**config.mk**
```make
export PLATFORM = sky130hd
export DESIGN_NAME = gpio_mux_port
export DESIGN_NICKNAME = d
export VERILOG_FILES = /design/src/rtl/gpio_mux_pkg.sv /design/src/rtl/gpio_mux_regs.sv /design/src/rtl/gpio_mux_pin_in.sv /design/src/rtl/gpio_mux_pin_out.sv /design/src/rtl/gpio_mux_port.sv
export SDC_FILE = /design/constraint.sdc
export NUM_CORES = 1
export LEC_CHECK = 0
export ABC_AREA = 1
export BUFFER_PORTS_ARGS = -buffer_cell sky130_fd_sc_hd__buf_2
export CAP_MARGIN = 20
export CORE_MARGIN = 8
export CORE_UTILIZATION = 59
export CTS_CLUSTER_DIAMETER = 50
export CTS_CLUSTER_SIZE = 24
export DETAILED_ROUTE_END_ITERATION = 6
export PLACE_DENSITY = 0.81
export SLEW_MARGIN = 20
export SYNTH_ARGS = -nofsm -noshare
export SYNTH_HDL_FRONTEND = slang
export SYNTH_SLANG_ARGS = --single-unit
```
**constraint.sdc**
```tcl
create_clock -name clk -period 3.8 [get_ports clk]
set_clock_uncertainty 0.2 [all_clocks]
set_input_delay 0.76 -clock clk [delete_from_list [all_inputs] [get_ports clk]]
set_output_delay 0.76 -clock clk [all_outputs]
set_load 0.1 [all_outputs]
```
**src/rtl/gpio_mux_pkg.sv**
```systemverilog
package gpio_mux_pkg;
  localparam int IDX_W    = 4;
  localparam int OP_W     = 2;
  localparam int NUM_CTRL = 10;
  localparam int NUM_FUNC = 4;

  localparam logic [IDX_W-1:0] IDX_OWN   = 4'd0;
  localparam logic [IDX_W-1:0] IDX_SELLO = 4'd1;
  localparam logic [IDX_W-1:0] IDX_SELHI = 4'd2;
  localparam logic [IDX_W-1:0] IDX_OE    = 4'd3;
  localparam logic [IDX_W-1:0] IDX_LVL   = 4'd4;
  localparam logic [IDX_W-1:0] IDX_PU    = 4'd5;
  localparam logic [IDX_W-1:0] IDX_FEN   = 4'd6;
  localparam logic [IDX_W-1:0] IDX_MLO   = 4'd7;
  localparam logic [IDX_W-1:0] IDX_MHI   = 4'd8;
  localparam logic [IDX_W-1:0] IDX_IEN   = 4'd9;
  localparam logic [IDX_W-1:0] IDX_FLAG  = 4'd10;
  localparam logic [IDX_W-1:0] IDX_PINV  = 4'd11;

  typedef enum logic [OP_W-1:0] {
    OP_WRITE  = 2'd0,
    OP_SET    = 2'd1,
    OP_CLEAR  = 2'd2,
    OP_TOGGLE = 2'd3
  } wr_op_e;

  typedef enum logic [1:0] {
    TRIG_ANY  = 2'd0,
    TRIG_RISE = 2'd1,
    TRIG_FALL = 2'd2,
    TRIG_RSV  = 2'd3
  } trig_e;

  function automatic logic [31:0] apply_op(wr_op_e op, logic [31:0] cur, logic [31:0] wd);
    case (op)
      OP_SET:    return cur | wd;
      OP_CLEAR:  return cur & ~wd;
      OP_TOGGLE: return cur ^ wd;
      default:   return wd;
    endcase
  endfunction
endpackage

```
**src/rtl/gpio_mux_regs.sv**
```systemverilog
module gpio_mux_regs
  import gpio_mux_pkg::*;
#(
  parameter int NPINS = 8
) (
  input  logic             clk,
  input  logic             rst,
  input  logic             we,
  input  logic [IDX_W-1:0] idx,
  input  wr_op_e           op,
  input  logic [NPINS-1:0] wdata,
  output logic [NPINS-1:0] own,
  output logic [NPINS-1:0] sel_lo,
  output logic [NPINS-1:0] sel_hi,
  output logic [NPINS-1:0] oe,
  output logic [NPINS-1:0] lvl,
  output logic [NPINS-1:0] pu,
  output logic [NPINS-1:0] fen,
  output logic [NPINS-1:0] mode_lo,
  output logic [NPINS-1:0] mode_hi,
  output logic [NPINS-1:0] ien,
  output logic [NPINS-1:0] flag_clr
);
  logic [NPINS-1:0] regs [NUM_CTRL];
  logic [31:0]      nxt;
  logic             ctl_hit;

  assign ctl_hit = we && (idx < IDX_W'(NUM_CTRL));

  always_comb begin
    nxt = apply_op(op, 32'(regs[idx]), 32'(wdata));
  end

  always_ff @(posedge clk) begin
    if (rst) begin
      for (int k = 0; k < NUM_CTRL; k++) begin
        regs[k] <= (k == int'(IDX_OWN)) ? '1 : '0;
      end
    end else if (ctl_hit) begin
      regs[idx] <= nxt[NPINS-1:0];
    end
  end

  assign own      = regs[IDX_OWN];
  assign sel_lo   = regs[IDX_SELLO];
  assign sel_hi   = regs[IDX_SELHI];
  assign oe       = regs[IDX_OE];
  assign lvl      = regs[IDX_LVL];
  assign pu       = regs[IDX_PU];
  assign fen      = regs[IDX_FEN];
  assign mode_lo  = regs[IDX_MLO];
  assign mode_hi  = regs[IDX_MHI];
  assign ien      = regs[IDX_IEN];
  assign flag_clr = (we && idx == IDX_FLAG) ? wdata : '0;

  // the clear operation leaves no written bit set
  a_r5_clear_alias: assert property (@(posedge clk) disable iff (rst)
    (we && idx == IDX_OE && op == OP_CLEAR) |=> ((oe & $past(wdata)) == '0));
endmodule

```
**src/rtl/gpio_mux_pin_in.sv**
```systemverilog
module gpio_mux_pin_in
  import gpio_mux_pkg::*;
(
  input  logic       clk,
  input  logic       rst,
  input  logic       pad_i,
  input  logic       fen,
  input  logic [1:0] mode,
  input  logic       clr,
  output logic       sync_o,
  output logic       flag_o
);
  logic s1, s2, s3, lvl, lvl_d, flag;
  logic rise, fall, hit;

  always_comb begin
    rise = lvl & ~lvl_d;
    fall = ~lvl & lvl_d;
    case (trig_e'(mode))
      TRIG_RISE: hit = rise;
      TRIG_FALL: hit = fall;
      default:   hit = rise | fall;
    endcase
  end

  always_ff @(posedge clk) begin
    if (rst) begin
      s1    <= 1'b0;
      s2    <= 1'b0;
      s3    <= 1'b0;
      lvl   <= 1'b0;
      lvl_d <= 1'b0;
      flag  <= 1'b0;
    end else begin
      s1    <= pad_i;
      s2    <= s1;
      s3    <= s2;
      if (!fen || (s2 == s3)) lvl <= s2;
      lvl_d <= lvl;
      flag  <= (flag & ~clr) | hit;
    end
  end

  assign sync_o = s2;
  assign flag_o = flag;

  // with the filter on, the accepted level only moves when the samples agreed
  a_r7_filter_stable: assert property (@(posedge clk) disable iff (rst)
    ($past(fen) && (lvl != $past(lvl))) |-> ($past(s2) == $past(s3)));
  // in rising mode a new flag comes only from a low-to-high step
  a_r8_rise_only: assert property (@(posedge clk) disable iff (rst)
    ($past(mode) == 2'b01 && $rose(flag)) |-> ($past(lvl) && !$past(lvl_d)));
  // a clear with no simultaneous edge empties the flag
  a_r9_clear: assert property (@(posedge clk) disable iff (rst)
    (clr && !hit) |=> !flag);
endmodule

```
**src/rtl/gpio_mux_pin_out.sv**
```systemverilog
module gpio_mux_pin_out
  import gpio_mux_pkg::*;
(
  input  logic                clk,
  input  logic                rst,
  input  logic                own,
  input  logic [1:0]          sel,
  input  logic                oe,
  input  logic                lvl,
  input  logic                pu,
  input  logic [NUM_FUNC-1:0] p_oe,
  input  logic [NUM_FUNC-1:0] p_do,
  output logic                pad_oe,
  output logic                pad_out,
  output logic                pad_pu
);
  always_ff @(posedge clk) begin
    if (rst) begin
      pad_oe  <= 1'b0;
      pad_out <= 1'b0;
      pad_pu  <= 1'b0;
    end else begin
      pad_pu <= pu;
      if (own) begin
        pad_oe  <= oe;
        pad_out <= lvl;
      end else begin
        pad_oe  <= p_oe[sel];
        pad_out <= p_do[sel];
      end
    end
  end

  // a GPIO-owned pin with drive disabled is not driven
  a_r2_gpio_undriven: assert property (@(posedge clk) disable iff (rst)
    (own && !oe) |=> !pad_oe);
  // pull-up does not depend on ownership
  a_r4_pullup: assert property (@(posedge clk) disable iff (rst)
    pu |=> pad_pu);
endmodule

```
**src/rtl/gpio_mux_port.sv**
```systemverilog
module gpio_mux_port
  import gpio_mux_pkg::*;
#(
  parameter int NPINS  = 8,
  parameter int ADDR_W = 6
) (
  input  logic                      clk,
  input  logic                      rst,
  input  logic                      bus_we,
  input  logic [ADDR_W-1:0]         bus_addr,
  input  logic [NPINS-1:0]          bus_wdata,
  output logic [NPINS-1:0]          bus_rdata,
  input  logic [NPINS-1:0]          pad_in,
  output logic [NPINS-1:0]          pad_oe,
  output logic [NPINS-1:0]          pad_out,
  output logic [NPINS-1:0]          pad_pu,
  input  logic [NUM_FUNC*NPINS-1:0] periph_oe,
  input  logic [NUM_FUNC*NPINS-1:0] periph_do,
  output logic [NPINS-1:0]          periph_din,
  output logic                      irq
);
  localparam int IDX_LSB = OP_W;

  logic [IDX_W-1:0] idx;
  wr_op_e           op;
  logic [NPINS-1:0] own, sel_lo, sel_hi, oe, lvl, pu, fen, mode_lo, mode_hi, ien;
  logic [NPINS-1:0] flag_clr, flags, sync;

  assign idx = bus_addr[IDX_LSB +: IDX_W];
  assign op  = wr_op_e'(bus_addr[OP_W-1:0]);

  gpio_mux_regs #(.NPINS(NPINS)) u_regs (
    .clk(clk), .rst(rst), .we(bus_we), .idx(idx), .op(op), .wdata(bus_wdata),
    .own(own), .sel_lo(sel_lo), .sel_hi(sel_hi), .oe(oe), .lvl(lvl), .pu(pu),
    .fen(fen), .mode_lo(mode_lo), .mode_hi(mode_hi), .ien(ien), .flag_clr(flag_clr)
  );

  for (genvar i = 0; i < NPINS; i++) begin : g_pin
    logic [NUM_FUNC-1:0] p_oe, p_do;
    for (genvar f = 0; f < NUM_FUNC; f++) begin : g_fn
      assign p_oe[f] = periph_oe[f*NPINS + i];
      assign p_do[f] = periph_do[f*NPINS + i];
    end

    gpio_mux_pin_out u_out (
      .clk(clk), .rst(rst), .own(own[i]), .sel({sel_hi[i], sel_lo[i]}),
      .oe(oe[i]), .lvl(lvl[i]), .pu(pu[i]), .p_oe(p_oe), .p_do(p_do),
      .pad_oe(pad_oe[i]), .pad_out(pad_out[i]), .pad_pu(pad_pu[i])
    );

    gpio_mux_pin_in u_in (
      .clk(clk), .rst(rst), .pad_i(pad_in[i]), .fen(fen[i]),
      .mode({mode_hi[i], mode_lo[i]}), .clr(flag_clr[i]),
      .sync_o(sync[i]), .flag_o(flags[i])
    );
  end

  assign periph_din = sync;

  always_ff @(posedge clk) begin
    if (rst) begin
      bus_rdata <= '0;
      irq       <= 1'b0;
    end else begin
      irq <= |(flags & ien);
      case (idx)
        IDX_OWN:   bus_rdata <= own;
        IDX_SELLO: bus_rdata <= sel_lo;
        IDX_SELHI: bus_rdata <= sel_hi;
        IDX_OE:    bus_rdata <= oe;
        IDX_LVL:   bus_rdata <= lvl;
        IDX_PU:    bus_rdata <= pu;
        IDX_FEN:   bus_rdata <= fen;
        IDX_MLO:   bus_rdata <= mode_lo;
        IDX_MHI:   bus_rdata <= mode_hi;
        IDX_IEN:   bus_rdata <= ien;
        IDX_FLAG:  bus_rdata <= flags;
        IDX_PINV:  bus_rdata <= sync;
        default:   bus_rdata <= '0;
      endcase
    end
  end

  // no enabled pin, no request
  a_r10_irq_gated: assert property (@(posedge clk) disable iff (rst)
    (ien == '0) |=> !irq);
  // a request always has an enabled flagged pin behind it
  a_r10_irq_source: assert property (@(posedge clk) disable iff (rst)
    $rose(irq) |-> ($past(ien) != '0));
endmodule

```
==> results of run 1 <==
state kept, by name, summed over array words and instances, names as in the netlist:
signal	flops
g_pin.u_in.flag_o	8
g_pin.u_in.s3	8
g_pin.u_in.s1	8
u_regs.regs	128
g_pin.u_out.pad_out	8
g_pin.u_out.pad_oe	8
bus_rdata	8
g_pin.u_out.pad_pu	8
g_pin.u_in.lvl_d	8
g_pin.u_in.lvl	8
g_pin.u_in.sync_o	8
irq	1
cells in the mapped netlist:
cell type	n	area share, %
o31ai_1	1	0.068
inv_2	7	0.24
nor2_4	2	0.20
buf_2	24	1.1
a21oi_1	58	2.6
nor3_2	1	0.091
nor2_2	2	0.11
o22ai_1	6	0.34
buf_12	1	0.18
or2_2	1	0.057
nor2_1	218	7.4
buf_4	34	2.3
o21ai_2	1	0.079
nand3b_1	8	0.54
nand2_1	362	12
o21ai_0	106	4.8
edfxtp_1	128	35
buf_1	1	0.034
nand2_8	6	1.1
ha_1	48	5.4
nand3_1	85	3.9
nor3_1	6	0.27
inv_1	168	5.7
o21a_1	1	0.068
conb_1	1	0.034
nand4_1	11	0.62
dfxtp_1	81	15
nand2_2	2	0.11
nand3_2	1	0.091
clkinv_1	4	0.14
o21ai_1	1	0.045
clkbuf_1	16	0.54
path summary, 6_finish.rpt:
check / start / to / cells after the start
worst max register to register: u_regs.regs[6][2] / u_regs.regs[13][2] / 15
worst min-delay path: g_pin[0].u_in.s1 / g_pin[0].u_in.sync_o / 2
worst max-delay path: bus_addr[2] / u_regs.regs[13][3] / 17
worst min register to register: g_pin[0].u_in.s1 / g_pin[0].u_in.sync_o / 2
cell type report:
type	count	area share, %
clock buffer	28	5.076
clock inverter	16	1.312
inverter	179	5.182
multi-input combinational	975	35.66
sequential	209	42.15
tap	234	2.258
timing repair buffer	179	8.357
kinds of logic (layout without fill, tap and decap cells):
group,Yosys count,in the layout,synth area share [%]
DFF,209,209,49.49
adders and majority gates,48,48,5.439
other,1,48,0.03396
buffers and inverters,255,402,10.24
AOI/OAI and AO/OA,174,174,8.033
and+or+nand+nor,705,705,26.76
cells in the final DEF, fill, tap and decap left out, types with 58 or more instances in the layout:
master,instances
a21oi_1,58
nor2_1,218
inv_1,168
dfxtp_1,81
buf_2,129
o21ai_0,106
nand2_1,362
nand3_1,85
edfxtp_1,128
per-layer routing:
metal  vias to the layer above  track usage [%]  part of all wire, %
met2                       565            48.37                   48
met3                       116            6.625                   11
li1                       4727                -                    -
met1                      4538            33.50                   37
met5                         -                0                    0
met4                         0            13.48                  4.5
where the power goes:
part           switching [mW]  internal, mW  leakage (nW)  total, mW
Combinational           0.563         0.203          3.87      0.766
Clock                    1.02          1.36         0.401       2.37
Sequential             0.0687          2.51          1.98       2.58
Total                    1.65          4.07          6.26       5.71
per-stage QoR:
step | setup WS [ps] | power, mW | cells | util [%] | area [um^2]
final | 795.8 | 5.715 | 1820 | 70.01 | 12960
after global routing | 605.5 | 5.886 | 1820 | 70.01 | 12960
after CTS | 854.3 | 5.715 | 1820 | 70.01 | 12960
after detailed placement | 357.5 | 3.372 | 1776 | 65.54 | 12140
after global placement | 402.8 | 3.358 | 1776 | 65.54 | 12140
after floorplan | 890.1 | 3.138 | 1439 | - | 11220
critical path, cell delays in order:
cell	delay (ps)
buf_2	200
inv_2	60
buf_4	220
nor2_1	190
buf_4	200
nand2_1	60
nand3_1	90
nand2_1	90
nand4_1	110
nor2_1	70
ha_1	260
nand3_1	60
nand2_1	100
nor2_1	40
nor2_1	290
nand2_8	130
inv_1	220
==> flow_summary.json, run 1 <==
{
  "grt_overflow": 0,
  "end_kind": "flip-flop",
  "seqCellArea_um2": 5465,
  "cts_root_buf": "clkbuf_16",
  "multiInputGateArea_um2": 4623,
  "die_area_um2": 23350,
  "clock-sinks": 209,
  "maxSlewViolCount": 0,
  "core_um2": 18520,
  "cts_setup_buffers": 0,
  "post-route-min-period_ps": 3004,
  "vias": 9946,
  "outcome": "finished, final reports clean",
  "cts_tree": "done",
  "portBuffers": 129,
  "start_kind": "input pin",
  "rsz0062_at_grt": "no",
  "postCtsHoldBufs": 0,
  "fmax_ghz": 0.3329,
  "cts.path.max_buffers": 3,
  "setup_violations": 0,
  "drc_errors": 0,
  "avgSynthCellArea_um2": 7.933,
  "layout.nets": 1705,
  "layout-drive-gt1-share_pct": 15.32,
  "p_leak_nw": 6.255,
  "cts_resized": 0,
  "ys_seq_area_share_pct": 49.49,
  "ys_types": 32,
  "dieHeight_um": 152.8,
  "wire_per_inst_um": 18.35,
  "io_pins": 130,
  "place_congestion": 0.9874,
  "synthCells": 1392,
  "crit_required_ps": 3940,
  "pwr_density_cell_nw_per_um2": 440.8,
  "drv_cap": 0,
  "initial_utilization_pct": 59.64,
  "n_fill_cell": 1522,
  "num_antenna_cells": 0,
  "hold_slack_ps": 203.6,
  "hold_violations": 0,
  "antenna_left": 0,
  "min_path_type": "reg2reg",
  "reg2reg_slack_ps": 1150,
  "antenna_found_initial": 0,
  "timing.final.crit_share_pct": 79.06,
  "routed_wirelength_mm": 33.40,
  "die_x_um": 152.8,
  "netlist_area_um2": 11040,
  "htreeDepth": 1,
  "drt_iter0_drc": 1149,
  "rows": 50,
  "crit_fanout": 13,
  "cts_inserted_buffers": 24,
  "clk_pin_slew_ps": 70,
  "path_class": "in2reg",
  "avgViaCountPerCell": 5.465,
  "grt_max_degree": 81,
  "slew_headroom_pct": 41.05,
  "ys_ff_latch": 209,
  "peakVddDrop_v": 0.0004333,
  "firstDrtPassIters": 5,
  "cp_data_arrival_time_ps": 3140,
  "worst_pin_slew_ps": 884.2,
  "grt_util_all_layers_pct": 28.40,
  "grt_pass1_wl_mm": 52.26,
  "first_global_vias": 9704,
  "finalSetupTns_ps": 0,
  "syn_to_final_growth_pct": 17.40,
  "yosysWarnings": 0,
  "dp_hpwl_mm": 24.98,
  "clock_latency_ps": 530
}
No activity file was read; power rests on OpenSTA's default activity.
==> run 2: changes to the inputs <==
--- a/config.mk
+++ b/config.mk
@@ -5,15 +5,15 @@
 export SDC_FILE = /design/constraint.sdc
 export NUM_CORES = 1
 export LEC_CHECK = 0
-export ABC_AREA = 1
+export ABC_AREA = 0
 export BUFFER_PORTS_ARGS = -buffer_cell sky130_fd_sc_hd__buf_2
 export CAP_MARGIN = 20
 export CORE_MARGIN = 8
-export CORE_UTILIZATION = 59
+export CORE_UTILIZATION = 58
 export CTS_CLUSTER_DIAMETER = 50
 export CTS_CLUSTER_SIZE = 24
 export DETAILED_ROUTE_END_ITERATION = 6
-export PLACE_DENSITY = 0.81
+export PLACE_DENSITY = 0.8
 export SLEW_MARGIN = 20
 export SYNTH_ARGS = -nofsm -noshare
 export SYNTH_HDL_FRONTEND = slang
==> constraint.sdc (replaced) <==
create_clock -name clk -period 2.95 [get_ports clk]
set_clock_uncertainty 0.2 [all_clocks]
set_input_delay 0.59 -clock clk [delete_from_list [all_inputs] [get_ports clk]]
set_output_delay 0.59 -clock clk [all_outputs]
set_load 0.1 [all_outputs]
==> flow_summary.json, run 2 <==
{
  "ys_types": 54,
  "path_depth": 8,
  "post-route-min-period_ps": 2964,
  "antenna_found_initial": 0,
  "drv_cap": 0,
  "cts.path.max_buffers": 3,
  "hold_violations": 0,
  "cts_tree": "done",
  "synth_top_area_share_pct": 38.18,
  "finalSetupTns_ps": -23.50,
  "initial_utilization_pct": 58.82,
  "layout_common_cells": "edfxtp_1 (128), buf_2 (127), nor2_1 (112)",
  "critPathSlowestCell": "mux4_2",
  "top_register": "u_regs.regs",
  "routed_wirelength_mm": 25.76,
  "rsz0062_at_grt": "yes",
  "setup_violations": 3,
  "dieHeight_um": 147.8,
  "yosysMostFrequentCell": "edfxtp_1",
  "avgSynthCellArea_um2": 11.94,
  "total_power_mw": 7.279,
  "clock_latency_ps": 510,
  "antenna_left": 0,
  "outcome": "complete, but fails checks",
  "rows": 48,
  "n_fill_cell": 1169,
  "maxSlewViolCount": 0,
  "path_cells": "mux4_2 > a311oi_2 > buf_4 > o211a_1 > ha_1 > mux4_2 > nand2_2 > nor2_1",
  "avgViaCountPerCell": 5.680,
  "cp_common_cell": "mux4_2",
  "p_leak_nw": 5.278,
  "violations": "setup timing",
  "crit_path_max_incr_delay_ps": 560,
  "timing.final.crit_share_pct": 100.5,
  "die_x_um": 147.8,
  "num_antenna_cells": 0,
  "reg2reg_slack_ps": -10,
  "wire_per_inst_um": 19.91,
  "grt_pass1_wl_mm": 38.81,
  "clk_pin_slew_ps": 70,
  "die_area_um2": 21830,
  "path_class": "reg2reg",
  "vias": 7350,
  "crit_family": "multiplexers",
  "drt_iter0_drc": 571,
  "ys_seq_area_share_pct": 54.28,
  "syn_to_final_growth_pct": 21.88,
  "yosysWarnings": 0,
  "grt_max_degree": 54,
  "place_congestion": 0.8891,
  "utilization_pct": 71.70,
  "cts_inserted_buffers": 23,
  "clock-sinks": 209,
  "yosys-top-cells-count": "edfxtp_1 (128), nor2_1 (112), dfxtp_1 (81)",
  "start_kind": "flip-flop",
  "cts_root_buf": "clkbuf_16",
  "worst_pin_slew_ps": 1035,
  "synth-main-ff-cell": "edfxtp_1",
  "synthArstFlopShare_pct": 0,
  "core_um2": 17120,
  "cp_num_buf_inv": 1,
  "final_common_cell": "edfxtp_1",
  "synth_edf_count": 128,
  "synthCells": 843,
  "regToRegStartpoint": "u_regs.regs[2][7]",
  "peakVddDrop_v": 0.0004543,
  "crit_fanout": 5,
  "layout-drive-gt1-share_pct": 30.59,
  "portBuffers": 129,
  "rr_worst_depth": 8,
  "grt_overflow": 0,
  "yosysTopAreaCell": "edfxtp_1",
  "grt_util_all_layers_pct": 22.75,
  "min_path_type": "in2reg",
  "io_pins": 130,
  "pwr_density_cell_nw_per_um2": 593.2,
  "crit_end": "u_regs.regs[6][7]",
  "fmax_ghz": 0.3373,
  "firstDrtPassIters": 5,
  "drc_errors": 0,
  "layout.nets": 1190,
  "hold_slack_ps": 85.43,
  "cp_data_arrival_time_ps": 3030,
  "largest_reg_flops": 128,
  "ys_ff_latch": 209,
  "fin_ws_ps": -14.29,
  "startpoint": "u_regs.regs[2][7]",
  "end_kind": "flip-flop",
  "dp_hpwl_mm": 18.86,
  "netlist_area_um2": 10070,
  "htreeDepth": 1,
  "crit_required_ps": 3010,
  "r2r-end": "u_regs.regs[6][7]",
  "slew_headroom_pct": 30.86,
  "first_global_vias": 7307,
  "yosys-top-cells-area": "edfxtp_1 (38%), dfxtp_1 (16%), ha_1 (6.0%)"
}
==> run 2: changes by cell type in the layout (fill, tap and decap cells not counted), sizes merged, moves of 10 or more <==
cell,delta
a21oi,-13
a22oi,+20
buf,+28
inv,-107
mux2i,+54
mux4,+25
nand2,-339
nand3,-72
nand4,-10
nor2,-109
nor2b,+34
o21ai,-99
==> run 2: layout make-up <==
cell class / instances / area, um^2 / share of cell area (%)
clock buffers: 24 / 583.1 / 4.751
clock inverters: 17 / 198.9 / 1.621
inverters: 67 / 257.7 / 2.100
multi-input cells: 543 / 4148 / 33.80
flip-flops and latches: 209 / 5465 / 44.53
well taps: 225 / 281.5 / 2.294
repair buffers: 209 / 1338 / 10.90
==> run 2: how the worst min path moves through the flow <==
stage                     startpoint              endpoint  slack [ps]  depth (start not counted)
CTS                        pad_in[3]      g_pin[3].u_in.s1          80                          2
floorplan           g_pin[0].u_in.s1  g_pin[0].u_in.sync_o         210                          1
detailed placement  g_pin[5].u_in.s1  g_pin[5].u_in.sync_o         230                          1
global route               pad_in[7]      g_pin[7].u_in.s1          90                          2
global placement    g_pin[3].u_in.s1  g_pin[3].u_in.sync_o         220                          1
finish                     pad_in[3]      g_pin[3].u_in.s1          90                          2
==> run 2: timing repair <==
item,4_1_cts,5_1_grt
hold buffers,0,0
resized for setup,1,16
setup buffers,0,6
cloned,0,1
setup endpoints to repair,7,75
pin swaps,0,4
==> run 2: power by group <==
group / internal [mW] / switching (mW) / total, mW
Combinational: 0.358 / 0.626 / 0.984
Sequential: 3.25 / 0.0932 / 3.34
Clock: 1.68 / 1.27 / 2.95
==> run 2: stage by stage <==
stage	std cells	worst slack (ps)	area (um^2)
2_1_floorplan	890	-19.67	10330
3_3_place_gp	1246	-554.7	11350
3_5_place_dp	1246	-540.3	11350
4_1_cts	1287	0.9066	12140
5_1_grt	1294	-44.58	12270
6_report	1294	-14.29	12270
==> run 2: cell families after synthesis <==
group                    after synthesis  synth area share (%)
buffers and inverters                139                 7.580
adder cells (fa/ha/maj)               48                 5.965
AND/OR/NAND/NOR                      227                 11.32
AO/OA/AOI/OAI                        132                 8.960
flip-flops                           209                 54.28
multiplexers                          87                 11.86
other                                  1               0.03725
==> run 2: routing by layer <==
layer / track usage [%] / vias up / wire length [um]
met3: 4.311 / 57 / 2220
met2: 39.24 / 353 / 12950
met1: 28.46 / 3589 / 9894
li1: - / 3351 / -
met5: 0 / - / 0
met4: 6.884 / 0 / 692
==> run 3: changes to the inputs <==
--- a/config.mk
+++ b/config.mk
@@ -8,7 +8,6 @@
 export ABC_AREA = 0
 export BUFFER_PORTS_ARGS = -buffer_cell sky130_fd_sc_hd__buf_2
 export CAP_MARGIN = 20
-export CORE_MARGIN = 8
 export CORE_UTILIZATION = 58
 export CTS_CLUSTER_DIAMETER = 50
 export CTS_CLUSTER_SIZE = 24
==> flow_summary.json, run 3 (same netlist as run 2, synthesis figures left out) <==
{
  "firstDrtPassIters": 5,
  "violations": "setup timing",
  "initial_utilization_pct": 60.07,
  "path_class": "in2reg",
  "peakVddDrop_v": 0.0004256,
  "clock_latency_ps": 500,
  "timing.final.crit_share_pct": 103.6,
  "maxSlewViolCount": 0,
  "grt_pass1_wl_mm": 37.55,
  "crit_family": "simple AND/OR/NAND/NOR gates",
  "largest_reg_flops": 128,
  "htreeDepth": 1,
  "grt_util_all_layers_pct": 27.61,
  "postLayoutCellArea_um2": 12100,
  "hold_violations": 0,
  "post-route-min-period_ps": 3056,
  "drc_errors": 0,
  "routed_wirelength_mm": 25.18,
  "io_pins": 130,
  "drt_iter0_drc": 699,
  "seqCellArea_um2": 5465,
  "cp_data_arrival_time_ps": 3100,
  "antenna_found_initial": 0,
  "multiInputGateArea_um2": 4141,
  "fin_ws_ps": -105.9,
  "cts_root_buf": "clkbuf_16",
  "p_leak_nw": 5.185,
  "fmax_ghz": 0.3272,
  "dp_hpwl_mm": 18.01,
  "grt_max_degree": 49,
  "avgViaCountPerCell": 5.695,
  "cts_inserted_buffers": 21,
  "top_register": "u_regs.regs",
  "antenna_left": 0,
  "pwr_density_cell_nw_per_um2": 574.3,
  "min_path_type": "in2reg",
  "power_frac_clock_pct": 37.7,
  "clock-sinks": 209,
  "layout_common_cells": "edfxtp_1 (128), buf_2 (127), nor2_1 (112)",
  "drv_cap": 0,
  "num_antenna_cells": 0,
  "post-place-ws_ps": -486.0,
  "crit_path_max_incr_delay_ps": 560,
  "syn_to_final_growth_pct": 20.14,
  "layout.nets": 1181,
  "cp_num_buf_inv": 3,
  "placed_area_um2": 11280,
  "place_congestion": 0.8946,
  "p_seq_share_pct": 48.1,
  "outcome": "complete, but fails checks",
  "n_fill_cell": 1135,
  "rows": 47,
  "cts_tree": "done",
  "switchingPower_mw": 1.906,
  "layout-drive-gt1-share_pct": 29.68,
  "critPathSlowestCell": "mux4_2",
  "rsz0062_at_grt": "yes",
  "setup_violations": 16,
  "die_x_um": 133.8,
  "clk_pin_slew_ps": 70,
  "power_switching_share_pct": 27.44,
  "place_inst": 1232,
  "cts.path.max_buffers": 3,
  "wire_per_inst_um": 19.70,
  "grt_overflow": 0,
  "dieHeight_um": 133.8,
  "crit_required_ps": 2990,
  "first_global_vias": 7305,
  "crit_fanout": 14,
  "vias": 7278,
  "final_common_cell": "edfxtp_1",
  "pwr-share-comb_pct": 14.2,
  "hold_slack_ps": 103.0,
  "portBuffers": 129,
  "finalSetupTns_ps": -1609,
  "end_kind": "flip-flop",
  "internal-power_mw": 5.041,
  "core_um2": 16760,
  "worst_pin_slew_ps": 523.0,
  "die_area_um2": 17890,
  "slew_headroom_pct": 65.13,
  "start_kind": "input pin",
  "cp_common_cell": "buf_4",
  "path_cells": "buf_4 > buf_12 > buf_4 > or4b_4 > a21oi_4 > nor4_4 > o211a_1 > ha_1 > mux4_2 > nand2_2 > nor2_1",
  "fin_cells": 1278
}
## run 3: stage by stage
step / total power, mW / util, %
finish: 6.947 / 72.18
CTS: 6.918 / 71.38
floorplan: 4.074 / -
detailed placement: 4.342 / 67.30
global placement: 4.314 / 67.30
global route: 7.142 / 72.18
## run 3: worst paths after layout
path | start | to | slack [ps] | cells after the start
setup / recovery | bus_addr[2] | u_regs.regs[6][0] | -110 | 11
hold / removal | pad_in[5] | g_pin[5].u_in.s1 | 100 | 2
setup reg to reg | u_regs.regs[7][0] | u_regs.regs[6][0] | -10 | 8
hold reg to reg | g_pin[3].u_in.s1 | g_pin[3].u_in.sync_o | 240 | 1
## run 3: cell type report
class | count | area share [%]
Sequential cell | 209 | 45.18
Inverter | 67 | 2.131
Clock inverter | 12 | 0.9102
Multi-Input combinational cell | 544 | 34.24
Tap cell | 220 | 2.276
Timing Repair Buffer | 201 | 10.53
Clock buffer | 25 | 4.737
## run 3: repair_timing
action | in CTS | in global routing
setup buffers | 0 | 7
hold buffers | 0 | 0
setup endpoints to repair | 0 | 54
resized for setup | 0 | 16
## run 3: power by group through the flow
stage	Sequential [mW]	Clock [mW]	Combinational, mW
floorplan	3.42	0	0.653
global placement	3.40	0	0.914
detailed placement	3.40	0	0.938
CTS	3.34	2.63	0.948
global route	3.35	2.75	1.04
finish	3.34	2.62	0.984
## run 3: routing by layer
metal,up-vias,GRT usage (%),wire [um]
li1,3324,-,-
met1,3482,35.11,9495
met2,396,47.38,12520
met3,76,4.833,2328
met4,0,9.722,833
met5,-,0,0
